`config.mk`:
```
export PLATFORM = sky130hd
export DESIGN_NAME = plc_timer_scanner
export DESIGN_NICKNAME = d
export VERILOG_FILES = /design/src/rtl/ptmr_pkg.sv /design/src/rtl/ptmr_tick_catch.sv /design/src/rtl/ptmr_word_update.sv /design/src/rtl/ptmr_scan_seq.sv /design/src/rtl/plc_timer_scanner.sv
export SDC_FILE = /design/constraint.sdc
export NUM_CORES = 1
export LEC_CHECK = 0
export BUFFER_PORTS_ARGS = -buffer_cell sky130_fd_sc_hd__clkbuf_2
export CAP_MARGIN = 20
export CORE_AREA = 2 2 78 80
export CTS_BUF_LIST = sky130_fd_sc_hd__clkbuf_8
export CTS_CLUSTER_SIZE = 8
export DETAILED_ROUTE_END_ITERATION = 8
export DIE_AREA = 0 0 80 82
export HOLD_SLACK_MARGIN = 0.15
export PLACE_DENSITY = 0.92
export SYNTH_ARGS = -nofsm -noshare
export SYNTH_HDL_FRONTEND = slang
export SYNTH_HIERARCHICAL = 1
export SYNTH_SLANG_ARGS = --single-unit
```
`constraint.sdc`:
```
create_clock -name clk -period 2.27 [get_ports clk]
set_input_delay 0.1135 -clock clk [delete_from_list [all_inputs] [get_ports clk]]
set_output_delay 0.1135 -clock clk [all_outputs]
set_load 0.005 [all_outputs]
```
`src/rtl/ptmr_pkg.sv`:
```
package ptmr_pkg;

    localparam int WORD_W = 32;
    localparam int CNT_W  = 28;

    // Field layout of one timer word in RAM
    typedef struct packed {
        logic             in_use;
        logic             coil_on;
        logic             done;
        logic             spare;
        logic [CNT_W-1:0] count;
    } tword_t;

    typedef enum logic [2:0] {
        ST_OFF,
        ST_IDLE,
        ST_READ,
        ST_EVAL,
        ST_WRITE,
        ST_HOLD
    } scan_st_e;

endpackage

```
`src/rtl/ptmr_tick_catch.sv`:
```
module ptmr_tick_catch (
    input  logic clk,
    input  logic rst_n,
    input  logic tick_in,
    input  logic arm,
    input  logic take,
    output logic pending
);

    logic tick_q;
    logic tick_edge;

    assign tick_edge = tick_in & ~tick_q;

    always_ff @(posedge clk or negedge rst_n) begin
        if (!rst_n) begin
            tick_q  <= 1'b0;
            pending <= 1'b0;
        end else begin
            tick_q <= tick_in;
            if (!arm) begin
                pending <= 1'b0;
            end else begin
                // a fresh edge wins over a take in the same cycle
                pending <= (pending & ~take) | tick_edge;
            end
        end
    end

endmodule

```
`src/rtl/ptmr_word_update.sv`:
```
module ptmr_word_update
    import ptmr_pkg::*;
(
    input  logic [WORD_W-1:0] word_in,
    output logic [WORD_W-1:0] word_out,
    output logic              close_evt,
    output logic              open_evt
);

    tword_t cur;
    tword_t nxt;

    assign cur = tword_t'(word_in);

    always_comb begin
        nxt       = cur;
        close_evt = 1'b0;
        open_evt  = 1'b0;
        if (cur.in_use) begin
            if (!cur.coil_on) begin
                // coil dropped: contact opens once, count left for the host
                nxt.done = 1'b0;
                open_evt = cur.done;
            end else if (!cur.done) begin
                if (cur.count <= CNT_W'(1)) begin
                    nxt.count = '0;
                    nxt.done  = 1'b1;
                    close_evt = 1'b1;
                end else begin
                    nxt.count = cur.count - CNT_W'(1);
                end
            end
        end
    end

    assign word_out = WORD_W'(nxt);

endmodule

```
`src/rtl/ptmr_scan_seq.sv`:
```
module ptmr_scan_seq
    import ptmr_pkg::*;
#(
    parameter int N_ENTRIES = 64,
    parameter int AW        = (N_ENTRIES > 1) ? $clog2(N_ENTRIES) : 1
) (
    input  logic              clk,
    input  logic              rst_n,
    input  logic              scan_en,
    input  logic              host_req,
    input  logic              pending,
    input  logic [WORD_W-1:0] upd_word,
    input  logic              upd_close,
    input  logic              upd_open,
    output logic [AW-1:0]     ram_addr,
    output logic              ram_re,
    output logic              ram_we,
    output logic [WORD_W-1:0] ram_wdata,
    output logic              bus_own,
    output logic              host_grant,
    output logic              contact_close,
    output logic              contact_open,
    output logic [AW-1:0]     contact_id,
    output logic              take,
    output logic              armed
);

    localparam logic [AW-1:0] LAST_ADDR = AW'(N_ENTRIES - 1);

    scan_st_e          state_q;
    scan_st_e          state_d;
    logic [AW-1:0]     addr_q;
    logic              mid_q;
    logic [WORD_W-1:0] wbuf_q;
    logic              close_q;
    logic              open_q;
    logic              is_last;
    logic              own_bus;

    assign is_last = (addr_q == LAST_ADDR);

    // next-state logic
    always_comb begin
        state_d = state_q;
        unique case (state_q)
            ST_OFF:   if (scan_en) state_d = ST_IDLE;
            ST_IDLE: begin
                if (host_req)     state_d = ST_HOLD;
                else if (pending) state_d = ST_READ;
            end
            ST_READ:  state_d = host_req ? ST_HOLD : ST_EVAL;
            ST_EVAL:  state_d = host_req ? ST_HOLD : ST_WRITE;
            ST_WRITE: begin
                if (host_req)     state_d = ST_HOLD;
                else if (is_last) state_d = ST_IDLE;
                else              state_d = ST_READ;
            end
            ST_HOLD:  if (!host_req) state_d = mid_q ? ST_READ : ST_IDLE;
            default:  state_d = ST_OFF;
        endcase
    end

    // state register
    always_ff @(posedge clk or negedge rst_n) begin
        if (!rst_n) state_q <= ST_OFF;
        else        state_q <= state_d;
    end

    // datapath: entry pointer, scan flag and write-back buffer
    always_ff @(posedge clk or negedge rst_n) begin
        if (!rst_n) begin
            addr_q  <= '0;
            mid_q   <= 1'b0;
            wbuf_q  <= '0;
            close_q <= 1'b0;
            open_q  <= 1'b0;
        end else begin
            if (state_q == ST_IDLE && state_d == ST_READ) begin
                addr_q <= '0;
                mid_q  <= 1'b1;
            end
            if (state_q == ST_EVAL && state_d == ST_WRITE) begin
                wbuf_q  <= upd_word;
                close_q <= upd_close;
                open_q  <= upd_open;
            end
            if (state_q == ST_WRITE && state_d == ST_READ) begin
                addr_q <= addr_q + AW'(1);
            end
            if (state_q == ST_WRITE && state_d == ST_IDLE) begin
                mid_q <= 1'b0;
            end
        end
    end

    // outputs
    always_comb begin
        own_bus       = 1'b0;
        ram_re        = 1'b0;
        ram_we        = 1'b0;
        host_grant    = 1'b0;
        take          = 1'b0;
        armed         = 1'b1;
        unique case (state_q)
            ST_OFF: begin
                host_grant = 1'b1;
                armed      = 1'b0;
            end
            ST_IDLE:  take = pending & ~host_req;
            ST_READ: begin
                own_bus = 1'b1;
                ram_re  = ~host_req;
            end
            ST_EVAL:  own_bus = 1'b1;
            ST_WRITE: begin
                own_bus = 1'b1;
                ram_we  = ~host_req;
            end
            ST_HOLD:  host_grant = 1'b1;
            default:  armed = 1'b0;
        endcase
        bus_own       = own_bus;
        ram_addr      = own_bus ? addr_q : '0;
        ram_wdata     = own_bus ? wbuf_q : '0;
        contact_close = ram_we & close_q;
        contact_open  = ram_we & open_q;
        contact_id    = ram_we ? addr_q : '0;
    end

endmodule

```
`src/rtl/plc_timer_scanner.sv`:
```
module plc_timer_scanner
    import ptmr_pkg::*;
#(
    parameter int N_ENTRIES = 64,
    parameter int AW        = (N_ENTRIES > 1) ? $clog2(N_ENTRIES) : 1
) (
    input  logic          clk,
    input  logic          rst_n,
    input  logic          tick_1ms,
    input  logic          scan_en,
    input  logic          host_req,
    input  logic [31:0]   ram_rdata,
    output logic [AW-1:0] ram_addr,
    output logic          ram_re,
    output logic          ram_we,
    output logic [31:0]   ram_wdata,
    output logic          bus_own,
    output logic          host_grant,
    output logic          contact_close,
    output logic          contact_open,
    output logic [AW-1:0] contact_id
);

    logic              pending;
    logic              take;
    logic              armed;
    logic [WORD_W-1:0] upd_word;
    logic              upd_close;
    logic              upd_open;

    ptmr_tick_catch u_tick (
        .clk     (clk),
        .rst_n   (rst_n),
        .tick_in (tick_1ms),
        .arm     (armed),
        .take    (take),
        .pending (pending)
    );

    ptmr_word_update u_upd (
        .word_in   (ram_rdata),
        .word_out  (upd_word),
        .close_evt (upd_close),
        .open_evt  (upd_open)
    );

    ptmr_scan_seq #(
        .N_ENTRIES (N_ENTRIES),
        .AW        (AW)
    ) u_seq (
        .clk           (clk),
        .rst_n         (rst_n),
        .scan_en       (scan_en),
        .host_req      (host_req),
        .pending       (pending),
        .upd_word      (upd_word),
        .upd_close     (upd_close),
        .upd_open      (upd_open),
        .ram_addr      (ram_addr),
        .ram_re        (ram_re),
        .ram_we        (ram_we),
        .ram_wdata     (ram_wdata),
        .bus_own       (bus_own),
        .host_grant    (host_grant),
        .contact_close (contact_close),
        .contact_open  (contact_open),
        .contact_id    (contact_id),
        .take          (take),
        .armed         (armed)
    );

endmodule

```
After elaboration in Yosys (flattened, before gate mapping)
Cells that the tools add are included.
- memories: 0
- bits in writable memories: 0
- logic and storage cells: 76
- register bits: 46
- bits in latches: 0
- bits in read-only memories: 0
- output and inout bits: 50
- bits of input ports: 37
- eq/ne operators: 9
- div/mod/pow operators: 0
- muxes and demuxes: 37
- reduce and logical (&&, ||, !) cells: 10
- $lt $le $gt $ge: 1
- shifts and indexed selects: 0
- add/subtract/negate cells: 2
- $mul: 0
- bitwise logic cells: 9
- operators by type and width (operator ; number):
    $mux W28 ; 4
    $mux W32 ; 1
    $le A28 B1 Y1 const B ; 1
    $sub A28 B1 Y28 const B ; 1
    $mux W6 ; 4
    $mux W1 ; 19
    $mux W3 ; 6
    $pmux W3 S6 ; 1
    $eq A3 B2 Y1 const B ; 3
    $eq A3 B3 Y1 const B ; 3
    $add A6 B1 Y6 const B ; 1
    $eq A3 B1 Y1 const B ; 2
    $eq A6 B6 Y1 const B ; 1
    $and A1 B1 Y1 ; 5
    $reduce_or A5 Y1 ; 1
    $logic_and A1 B1 Y1 ; 4
    $mux W2 ; 2
    $reduce_bool A2 Y1 ; 2
    $logic_not A3 Y1 ; 1
    $not A1 Y1 ; 3
    $reduce_or A3 Y1 ; 1
    $reduce_or A2 Y1 ; 1
    $or A1 B1 Y1 ; 1

Longest topological paths before layout
- depth after elaboration: 8
- mapped depth: 8
- gate-level depth less buffers: 7

Hierarchy
Netlist, hierarchy kept.
- by module, submodules not included (module ; cells each ; sequential area each (um^2) ; area each (um^2) ; instances):
    ptmr_scan_seq ; 199 ; 1101.1 ; 2243.4 ; 1
    ptmr_word_update ; 140 ; 0.0 ; 939.7 ; 1
    ptmr_tick_catch ; 5 ; 50.0 ; 73.8 ; 1

Least setup slack after synthesis
No wires, ideal clock.
- path kind: input port to flip-flop
- from: in ram_rdata[14]
- to: reg u_seq.wbuf_q[27]
- buffers on the path: 1
- data required time: 2.145 ns
- cell stages on the path: 6
- data arrival time: 2.185 ns
- library setup time: 0.125 ns
- path slack: -0.040 ns
- cells stage by stage: or4_4 > or4_4 > buf_6 > nor4_1 > mux2_1 > mux2_2
- cells in the longest elaborated chain, start to end: 5
- elaborated cells between the ends (all ways): 6
- classes of those cells: add/sub (1); order compare (1); mux (4)
- ends and longest elaborated chain (what ; RTL line ; source):
    from (decl) ; plc_timer_scanner.sv:12 ; input logic [31:0] ram_rdata,
    $sub A28 B1 Y28 / $le A28 B1 Y1 (equally long branches) ; ptmr_word_update.sv:30, ptmr_word_update.sv:25 ;
    $mux W28 (*) ; ptmr_word_update.sv:25 ; if (cur.count <= CNT_W'(1)) begin
    $mux W28 (*) ; ptmr_word_update.sv:24 ; end else if (!cur.done) begin
    $mux W28 (*) ; ptmr_word_update.sv:20 ; if (!cur.coil_on) begin
    $mux W28 (*) ; ptmr_word_update.sv:19 ; if (cur.in_use) begin
    via upd_word[27] ; plc_timer_scanner.sv:27 ; logic [WORD_W-1:0] upd_word;
    to (signal assigned) ; ptmr_scan_seq.sv:83 ; wbuf_q <= upd_word;
    to (decl) ; ptmr_scan_seq.sv:34 ; logic [WORD_W-1:0] wbuf_q;
The timed path passes the listed nets; every way through them passes the cells marked *.
A chain may end at the register's enable or synchronous reset.

Worst setup path in the final report
- from: reg u_seq.state_q[2]
- to: out ram_wdata[14]
- cells in the longest elaborated chain, start to end: 4
- elaborated cells between the ends (all ways): 6
- classes of those cells: eq/ne (3); mux (2); reduce/logical (1)
- ends and longest elaborated chain (what ; RTL line ; source):
    from (decl) ; ptmr_scan_seq.sv:30 ; scan_st_e state_q;
    from (signal assigned) ; ptmr_scan_seq.sv:66 ; else state_q <= state_d;
    $eq A3 B2 Y1 / $eq A3 B3 Y1 (equally long branches) ; ptmr_scan_seq.sv:104 ; unique case (state_q)
    $reduce_or A3 Y1 (no source line) (*) ; n/a ;
    $mux W1 (*) ; ptmr_scan_seq.sv:104 ;
    $mux W32 (*) ; ptmr_scan_seq.sv:124 ; ram_wdata = own_bus ? wbuf_q : '0;
    to (decl) ; plc_timer_scanner.sv:16 ; output logic [31:0] ram_wdata,
Every way passes the cells marked *; elsewhere a longest branch is shown, timed or not.

==> run summary <==
status - finished clean
RSZ-0062 raised after global routing - no
Peak VDD IR - 0.492 mV
Netlist cell types - 57
Post-Place Worst Slack - -0.210 ns
hold slack - 0.174 ns
Worst Setup End Kind - output pin
Area contributors post-synth - dfrtp_1 (35%), mux2_2 (13%), nor2b_1 (7.5%), o31ai_1 (3.5%), or4_1 (3.2%)
async set-or-reset flop fraction in the synthesized netlist - 1.00
CP arrival - 2.04 ns
worst hold path type - primary input to register
Worst R2R End - u_seq/addr_q[3]
Total Power - 0.00353 W
flop-to-flop setup slack - 0.38 ns
Total GRT Usage - 0.279
Initial Util - 0.567
nets - 486
CTS tree - yes
total number of yosys warnings - 6
simple-gate portion of the synthesized area - 0.293
Post-Synth Adder-Cell Area - 0.0115
Worst Setup Slack, final - 0.113 ns
most common cell after layout, fill and taps aside - clkbuf_2
Buffers on Ports - 86
Synth Cell Area - 0.00326 mm2
ANT nets after route - 0
Bufs and invs on worst path - 1
Post-Synth XOR/XNOR Area - 0.00807
share of cells above drive strength 1 - 0.407
Yosys reg bits - 46
WL final - 9260 um
worst-skew pair later-pin latency - 0.29 ns
DR vias/cell - 6.07
Compound-Gate Fraction of Synth Area - 0.140
Slew @ Worst Pin - 0.702 ns
mux contribution to synthesized area - 0.141
Mean Syn Cell Area - 9.47 um2
Clk pin slew, worst setup/hold paths - 0.09 ns
endpoints failing hold - 0
Yosys top cell area share - 0.353
first-pass iteration count of the detailed router - 5
vias - 3167
vias in the first global route - 2955
max_cap viols - 0
r2r worst-path depth - 3
cells after synthesis - 344
Max transition margin - 0.532
Die ar. - 0.00656 mm2
Crit Path Max Fanout - 13
WHS Path Cells - 2
Final Max Tran Viols - 0
Top Family by Delay on Critical Path - simple AND/OR/NAND/NOR gates
Design Area, Final - 0.00406 mm2
post-synthesis sequential area ratio - 0.353
Tcrit/Tclk final - 0.950
Area Overhead vs Synth - 24.6%
ys flop type - dfrtp_1
die width - 80 um
worst clock skew - 0.00455 ns
largest area contributor in the synthesized netlist - dfrtp_1
CTS buffer count - 5
# rows - 28
crit path cell chain - nor3b_2 -> a21oi_2 -> nor2b_1 -> clkbuf_2
beginning of the worst hold path - ram_rdata[31]
commonest cells after routing, fill and taps aside - clkbuf_2 (86), dfrtp_1 (45), nor2b_1 (39), mux2_2 (37), buf_4 (23)
Post-synth EDFFs - 0
static leakage - 1.79 nW
DRC - 0
routed len/inst - 17.7 um
nature of the critical path startpoint - register
first-pass GRT wire length - 14300 um
main combinational cell family by area after synthesis - simple AND/OR/NAND/NOR gates
IO Pins - 87
largest net degree at the start of global routing - 35
Post-DP HPWL - 6200 um
# H-tree levels - 2
Worst R2R Start - u_seq/state_q[1]
global-route congestion overflow total - 0
Critical path origin - u_seq/state_q[2]
fin crit period - 2.16 ns
initial antenna violation count - 0
Setup Crit Path Kind - register to output pin
Max Freq - 0.464 GHz
DR iter-0 viols - 209
root buffer cell - clkbuf_8
crit-path max cell delay - 0.59 ns
Area after DPL - 0.00387 mm2
Worst Hold End - u_seq/wbuf_q[31]
Post-Syn Nets - 384
CTS Sinks - 46
total core area - 0.00575 mm2
power per cell area - 869 mW/mm2
Max Root-Sink Buffers - 2
CP Data Required Time - 2.16 ns
CP max-delay cell - dfrtp_1
Die Ht - 82 um
GPL Wtd Cong - 0.954
ANT cells - 0
Final setup viols - 0
==> synth_stat cells, types with 2 or more instances <==
| cell | count |
|---|---|
| nand4_1 | 5 |
| mux2_2 | 37 |
| mux2i_1 | 3 |
| nand3b_1 | 2 |
| nor4_1 | 8 |
| or4b_1 | 3 |
| nor4_4 | 2 |
| nand2b_1 | 6 |
| o211ai_1 | 2 |
| ha_1 | 3 |
| o21ai_0 | 18 |
| o31ai_1 | 15 |
| nor2_1 | 12 |
| or4_1 | 14 |
| clkbuf_1 | 8 |
| or3_1 | 8 |
| xor2_1 | 3 |
| buf_4 | 6 |
| inv_1 | 8 |
| and3_1 | 3 |
| a31oi_1 | 3 |
| buf_2 | 6 |
| dfrtp_1 | 46 |
| or3_2 | 2 |
| nand3_1 | 5 |
| and3b_1 | 2 |
| or4_4 | 3 |
| or2_2 | 4 |
| nand2_1 | 11 |
| a21oi_1 | 19 |
| nor2b_1 | 39 |
| and2_1 | 7 |
| nor3b_1 | 3 |
| nor3_1 | 5 |
==> worst max-delay path by stage <==
stage | to | depth (start not counted)
3_5_place_dp | u_seq/wbuf_q[15] | 7
4_1_cts | u_seq/wbuf_q[27] | 7
2_1_floorplan | u_seq/wbuf_q[27] | 6
6_report | ram_wdata[14] | 4
3_3_place_gp | u_seq/wbuf_q[13] | 7
5_1_grt | ram_wdata[22] | 4
==> where the power goes <==
part / leakage [nW] / internal, W / switching, W
clock: 0.0524 / 0.000242 / 0.000279
sequential: 0.571 / 0.00117 / 0.000300
combinational: 1.16 / 0.000780 / 0.000762
==> per-layer routing <==
layer | share of wire | vias up | wire length [um] | track usage
li1 | - | 1485 | - | -
met1 | 0.41 | 1519 | 3800 | 0.344
met2 | 0.51 | 145 | 4710 | 0.485
met3 | 0.061 | 18 | 568 | 0.0440
met4 | 0.019 | 0 | 180 | 0.124
met5 | 0 | - | 0 | 0
==> worst register-to-register path: cells and delay by family, from the launching register on <==
kind / cells / cell delay (ns)
and+or+nand+nor: 1 / 0.74
DFF: 1 / 0.55
AOI/OAI and AO/OA: 1 / 0.28
muxes: 1 / 0.24
==> area by class of cell <==
cell class	count	area [um2]
flip-flops and latches	46	1150
clock inverters	2	8.76
multi-input cells	268	1990
fillers	430	1690
inverters	9	38.8
well taps	75	93.8
clock buffers	6	82.6
repair buffers	116	693
==> cell families after synthesis <==
| family | Yosys count |
|---|---|
| buffers and inverters | 32 |
| adder cells (fa/ha/maj) | 3 |
| multiplexers | 41 |
| AND/OR/NAND/NOR | 148 |
| AO/OA/AOI/OAI | 71 |
| XOR/XNOR | 3 |
| flip-flops | 46 |
==> per-stage QoR <==
step,instances,util,TNS [ns]
finish,522,0.706,0
floorplan,344,-,-0.0118
CTS,519,0.701,0
detailed placement,505,0.673,-3.08
global route,522,0.706,0
global placement,505,0.673,-2.50
==> registers in the layout, summed over array words and instances, names as in the netlist <==
register        count
u_seq/close_q       1
u_seq/wbuf_q       32
u_seq/addr_q        6
u_seq/open_q        1
u_seq/state_q       3
u_tick/tick_q       1
u_seq/mid_q         1
u_tick/pending      1
==> what timing repair did <==
action | in CTS | in global routing
setup buffers | 0 | 2
endpoints found under the setup margin | 39 | 27
pin swaps | 0 | 1
gates resized for setup | 2 | 2
cloned | 1 | 1
hold buffers | 5 | 0
hold endpoints to repair | 30 | 0
Power figures use the tool's default switching activity.
